**config.mk**
```make
export PLATFORM = sky130hd
export DESIGN_NAME = evt_countdown_timer
export DESIGN_NICKNAME = d
export VERILOG_FILES = /design/src/rtl/evt_tmr_pkg.sv /design/src/rtl/evt_tmr_prescale.sv /design/src/rtl/evt_tmr_core.sv /design/src/rtl/evt_countdown_timer.sv
export SDC_FILE = /design/constraint.sdc
export NUM_CORES = 1
export LEC_CHECK = 0
export BUFFER_PORTS_ARGS = -buffer_cell sky130_fd_sc_hd__buf_2
export CAP_MARGIN = 20
export CORE_MARGIN = 2
export CORE_UTILIZATION = 35
export CTS_BUF_LIST = sky130_fd_sc_hd__clkbuf_4
export CTS_CLUSTER_DIAMETER = 40
export DETAILED_ROUTE_END_ITERATION = 6
export PLACE_DENSITY = 0.63
export SLEW_MARGIN = 30
export SYNTH_ARGS = -nofsm -noshare
export SYNTH_HDL_FRONTEND = slang
export SYNTH_SLANG_ARGS = --single-unit
```
**constraint.sdc**
```tcl
create_clock -name clk -period 3.1 [get_ports clk]
set_input_delay 0.155 -clock clk [delete_from_list [all_inputs] [get_ports clk]]
set_output_delay 0.155 -clock clk [all_outputs]
set_load 0.02 [all_outputs]
```
**src/rtl/evt_tmr_pkg.sv**
```systemverilog
package evt_tmr_pkg;
  // divider terminal value for prescaler p: period is this value + 1
  function automatic logic [31:0] div_span(input logic [31:0] p);
    return p << 1;
  endfunction

  // a tick at or below this count expires the timer
  function automatic logic is_last(input logic [31:0] cnt);
    return cnt <= 32'd1;
  endfunction
endpackage

```
**src/rtl/evt_tmr_prescale.sv**
```systemverilog
module evt_tmr_prescale #(
  parameter int PRE_W = 12
) (
  input  logic             clk,
  input  logic             rst_n,
  input  logic             run_i,
  input  logic             restart_i,
  input  logic             base_i,
  input  logic [PRE_W-1:0] presc_i,
  output logic             tick_o
);
  localparam int DIV_W = PRE_W + 1;

  logic [DIV_W-1:0] div_q;
  logic [DIV_W-1:0] span_w;

  assign span_w = DIV_W'(evt_tmr_pkg::div_span(32'(presc_i)));
  assign tick_o = run_i && !restart_i && base_i && (div_q == '0);

  always_ff @(posedge clk or negedge rst_n) begin
    if (!rst_n)                div_q <= '0;
    else if (restart_i)        div_q <= span_w;
    else if (run_i && base_i) begin
      if (div_q == '0)         div_q <= span_w;
      else                     div_q <= div_q - 1'b1;
    end
  end

  // divider holds when there is no base strobe
  p_div_hold_r1: assert property (@(posedge clk) disable iff (!rst_n)
    (!base_i && !restart_i) |=> $stable(div_q));
  // a tick only occurs on a base strobe
  p_tick_on_base_r1: assert property (@(posedge clk) disable iff (!rst_n)
    tick_o |-> base_i);
endmodule

```
**src/rtl/evt_tmr_core.sv**
```systemverilog
module evt_tmr_core #(
  parameter int CNT_W = 16
) (
  input  logic             clk,
  input  logic             rst_n,
  input  logic             tick_i,
  input  logic             start_i,
  input  logic             stop_i,
  input  logic [CNT_W-1:0] reload_i,
  input  logic             auto_restart_i,
  input  logic             irq_clr_i,
  output logic [CNT_W-1:0] count_o,
  output logic             running_o,
  output logic             irq_flag_o
);
  logic [CNT_W-1:0] cnt_q;
  logic             run_q;
  logic             irq_q;
  logic             expire_w;
  logic             step_w;

  assign expire_w = tick_i && run_q && !stop_i && evt_tmr_pkg::is_last(32'(cnt_q));
  assign step_w   = tick_i && run_q && !stop_i && !evt_tmr_pkg::is_last(32'(cnt_q));

  always_ff @(posedge clk or negedge rst_n) begin
    if (!rst_n) begin
      cnt_q <= '0;
      run_q <= 1'b0;
    end else if (start_i) begin
      cnt_q <= reload_i;
      run_q <= 1'b1;
    end else if (stop_i) begin
      run_q <= 1'b0;
    end else if (expire_w) begin
      if (auto_restart_i) cnt_q <= reload_i;
      else begin
        cnt_q <= '0;
        run_q <= 1'b0;
      end
    end else if (step_w) begin
      cnt_q <= cnt_q - 1'b1;
    end
  end

  always_ff @(posedge clk or negedge rst_n) begin
    if (!rst_n)         irq_q <= 1'b0;
    else if (expire_w)  irq_q <= 1'b1;
    else if (irq_clr_i) irq_q <= 1'b0;
  end

  assign count_o    = cnt_q;
  assign running_o  = run_q;
  assign irq_flag_o = irq_q;

  p_start_loads_r2: assert property (@(posedge clk) disable iff (!rst_n)
    start_i |=> (count_o == $past(reload_i)) && running_o);
  p_dec_one_r3: assert property (@(posedge clk) disable iff (!rst_n)
    (step_w && !start_i) |=> count_o == $past(count_o) - 1'b1);
  p_expire_flag_r5: assert property (@(posedge clk) disable iff (!rst_n)
    expire_w |=> irq_flag_o);
  p_flag_sticky_r5: assert property (@(posedge clk) disable iff (!rst_n)
    (irq_flag_o && !irq_clr_i) |=> irq_flag_o);
  p_stop_freezes_r8: assert property (@(posedge clk) disable iff (!rst_n)
    (stop_i && !start_i) |=> !running_o && (count_o == $past(count_o)));
  p_idle_holds_r8: assert property (@(posedge clk) disable iff (!rst_n)
    (!running_o && !start_i) |=> $stable(count_o));
endmodule

```
**src/rtl/evt_countdown_timer.sv**
```systemverilog
module evt_countdown_timer #(
  parameter int CNT_W = 16,
  parameter int PRE_W = 12
) (
  input  logic             clk,
  input  logic             rst_n,
  input  logic             base_tick_i,
  input  logic [PRE_W-1:0] presc_i,
  input  logic [CNT_W-1:0] reload_i,
  input  logic             auto_restart_i,
  input  logic             irq_en_i,
  input  logic             irq_clr_i,
  input  logic             start_i,
  input  logic             stop_i,
  output logic [CNT_W-1:0] count_o,
  output logic             running_o,
  output logic             irq_flag_o,
  output logic             irq_o
);
  logic tick_w;

  evt_tmr_prescale #(.PRE_W(PRE_W)) u_presc (
    .clk(clk), .rst_n(rst_n), .run_i(running_o), .restart_i(start_i),
    .base_i(base_tick_i), .presc_i(presc_i), .tick_o(tick_w)
  );

  evt_tmr_core #(.CNT_W(CNT_W)) u_core (
    .clk(clk), .rst_n(rst_n), .tick_i(tick_w), .start_i(start_i),
    .stop_i(stop_i), .reload_i(reload_i), .auto_restart_i(auto_restart_i),
    .irq_clr_i(irq_clr_i), .count_o(count_o), .running_o(running_o),
    .irq_flag_o(irq_flag_o)
  );

  assign irq_o = irq_flag_o & irq_en_i;

  p_irq_gate_r6: assert property (@(posedge clk) disable iff (!rst_n)
    irq_o |-> irq_flag_o && irq_en_i);
endmodule

```
==> impl_metrics.yaml <==
die:
  io_pins: 55
  coreArea_mm2: 0.00585
  rows: 28
  die_w_um: 81.5
  dieArea_mm2: 0.00663
  start_util: 0.359
  die_h_um: 81.5
clocking:
  post_cts_resized: 0
  cts_tree: "yes"
  cts_buffers: 5
  htreeDepth: 2
  clock-root-buffer: "clkbuf_4"
  clk_pin_slew_ns: 0.11
  clock_sinks: 31
  clockBufferDepth: 2
  cts_setup_buffers: 0
  clk_latency_ns: 0.34
  cts_hold_buffers: 2
worst_hold_path:
  worstHoldPathType: "in2reg"
  hold_end: "u_core.count_o[7]$_DFFE_PN0P_"
  hp-start: "reload_i[7]"
  hold_depth: 2
route:
  vias: 2159
  wl_mm: 5.97
  via_per_inst: 5.74
  ant_nets: 0
  drc_errors: 0
  dr.pass1.iters: 4
  post_drt_wl_per_cell_um: 15.9
  drt_first_iter_violations: 131
job:
  drv_cap: 0
timing:
  worst_pin_slew_ns: 0.732
  finalCriticalPeriod_ns: 2.46
  setup-tns-final_ns: 0
  skew_ns: 0.0150
  fmax_mhz: 407
  hold_viol_final: 0
  post-route-period-util: 0.793
  relSlewSlack: 0.512
  slew_violations: 0
  rsz0062_at_grt: "false"
  setup_violations: 0
logic_synthesis:
  synth_edf_count: 0
  syn_inst: 243
  ys_ff_latch: 31
  ys.flop_type: "dfrtp_1"
  seq_area_frac_synth: 0.369
  async_flop_share: 1.00
  ys_types: 51
  yosys-top-cells-area: "dfrtp_1, a21oi_1, nor2_1"
  avgSynthCellArea_um2: 8.64
  yosys_warnings: 0
  syn_area_mm2: 0.00210
  yosysTopAreaCell: "dfrtp_1"
  yosysTopAreaCellShare: 0.369
  synth_nets: 283
global_routing:
  grt_max_degree: 32
  grt_pass1_wl_mm: 9.60
  gr-total-overflow: 0
  grt_pass1_vias: 2050
  antenna_found_initial: 0
  grtUsageTotal: 0.187
finish:
  final.fill_count: 587
  nNetsFinal: 341
  syn2layout_area_growth_pct: 20.6
  n_antenna_cell: 0
  drive_gt1_frac: 0.262
  multiInputGateArea_mm2: 0.00124
  regArea_um2: 776
  fin_util: 0.433
power_and_ir_drop:
  p_leak_nw: 1.06
  peakVddDrop_uv: 202
  power_density_mw_per_mm2: 397
setup_path:
  reg2reg_depth: 8
  required_ns: 3.33
  worstPathArrival_ns: 2.69
  worst_setup_path_start_kind: "flop"
  cp_max_fo: 7
  crit_type: "reg2reg"
  reg2reg_to: "u_core.count_o[14]$_DFFE_PN0P_"
  r2r-start: "u_core.count_o[0]$_DFFE_PN0P_"
  end_kind: "flop"
  reg2reg_slack_ns: 0.64
place:
  port-buffer-count: 54
  dp_hpwl_mm: 4.36
  gp_routability_congestion: 0.911
run_status:
  outcome: "finished, final reports clean"
## cell families (layout without fill, tap and decap cells)
kind of cell / after synthesis / in the layout / share of synthesized area
buffers and inverters: 21 / 79 / 0.0387
AOI/OAI and AO/OA: 81 / 81 / 0.265
and+or+nand+nor: 104 / 104 / 0.293
adders and majority gates: 4 / 4 / 0.0238
muxes: 2 / 2 / 0.00954
DFF: 31 / 31 / 0.369
## layout make-up
type	instances	share of cell area
Timing Repair Buffer	62	0.132
Sequential cell	31	0.306
Multi-Input combinational cell	191	0.491
Inverter	10	0.0148
Tap cell	75	0.0371
Clock buffer	5	0.0148
Clock inverter	2	0.00346
## registers in the layout (all words and copies together), names as in the netlist
signal / cells
u_core.running_o: 1
u_presc.div_q: 13
u_core.irq_flag_o: 1
u_core.count_o: 16
## synth_stat cells, drive strengths merged, types with 3 or more instances
cell,number
a21oi,20
a221o,6
a22oi,4
a31o,3
clkbuf,9
dfrtp,31
ha,4
inv,10
nand2,13
nand3,12
nand4,6
nor2,22
nor2b,8
nor3,6
nor4,11
o21ai,17
o2bb2ai,4
o31ai,3
or2,3
or3,6
or4,8
## worst max path at each step
stage | start | endpoint | slack (ns) | cells after the start
5_1_grt | u_core.count_o[1]$_DFFE_PN0P_ | u_core.count_o[14]$_DFFE_PN0P_ | 0.55 | 8
3_3_place_gp | u_core.count_o[10]$_DFFE_PN0P_ | u_core.count_o[14]$_DFFE_PN0P_ | 0.67 | 5
2_1_floorplan | u_core.count_o[1]$_DFFE_PN0P_ | u_core.count_o[14]$_DFFE_PN0P_ | 0.52 | 7
3_5_place_dp | u_core.count_o[10]$_DFFE_PN0P_ | u_core.count_o[14]$_DFFE_PN0P_ | 0.64 | 5
6_report | u_core.count_o[0]$_DFFE_PN0P_ | u_core.count_o[14]$_DFFE_PN0P_ | 0.64 | 8
4_1_cts | u_core.count_o[10]$_DFFE_PN0P_ | u_core.count_o[10]$_DFFE_PN0P_ | 0.64 | 5
## worst max-delay path, cell delays in order, from the launching register on
cell,delay [ns]
dfrtp_1,0.46
inv_1,0.09
ha_1,0.21
or3b_1,0.44
nor4_1,0.28
buf_4,0.20
a22oi_1,0.09
o211a_1,0.24
or3_1,0.35
## metal layers
layer | GRT usage | wire length [um] | vias to the layer above
met5 | 0 | 0 | -
met4 | 0.0678 | 97 | 0
met3 | 0.0363 | 316 | 8
met2 | 0.313 | 2820 | 77
met1 | 0.238 | 2730 | 1018
li1 | - | - | 1056
## where the power goes
| group | total (mW) | internal, mW | leakage (nW) | switching, mW |
|---|---|---|---|---|
| clock | 0.231 | 0.0804 | 0.0285 | 0.151 |
| combinational | 0.258 | 0.111 | 0.665 | 0.148 |
| sequential | 0.516 | 0.449 | 0.366 | 0.0666 |
| total | 1.01 | 0.640 | 1.06 | 0.365 |
## cell usage in the layout, fill, tap and decap left out, drive strengths merged, types with 4 or more instances in the layout
| cell type | netlist | layout |
|---|---|---|
| a22oi | 4 | 4 |
| nor3 | 6 | 6 |
| ha | 4 | 4 |
| a21oi | 20 | 20 |
| dfrtp | 31 | 31 |
| nand2 | 13 | 13 |
| buf | 2 | 60 |
| a221o | 6 | 6 |
| nor2b | 8 | 8 |
| inv | 10 | 10 |
| o21ai | 17 | 17 |
| nor2 | 22 | 22 |
| nand3 | 12 | 12 |
| nand4 | 6 | 6 |
| clkbuf | 9 | 5 |
| or4 | 8 | 8 |
| or3 | 6 | 6 |
| nor4 | 11 | 11 |
| o2bb2ai | 4 | 4 |
## per-stage QoR
| stage | power, mW | instances | setup slack [ns] | area, um^2 | hold slack [ns] |
|---|---|---|---|---|---|
| 3_5_place_dp | 0.779 | 367 | 0.636 | 2460 | 0.264 |
| 5_1_grt | 1.07 | 376 | 0.547 | 2530 | 0.0263 |
| 6_report | 1.01 | 376 | 0.641 | 2530 | 0.0200 |
| 2_1_floorplan | 0.678 | 243 | 0.516 | 2100 | -0.141 |
| 4_1_cts | 1.01 | 376 | 0.642 | 2530 | 0.0188 |
| 3_3_place_gp | 0.774 | 367 | 0.673 | 2460 | 0.261 |
(Power assumes the default switching activity.)
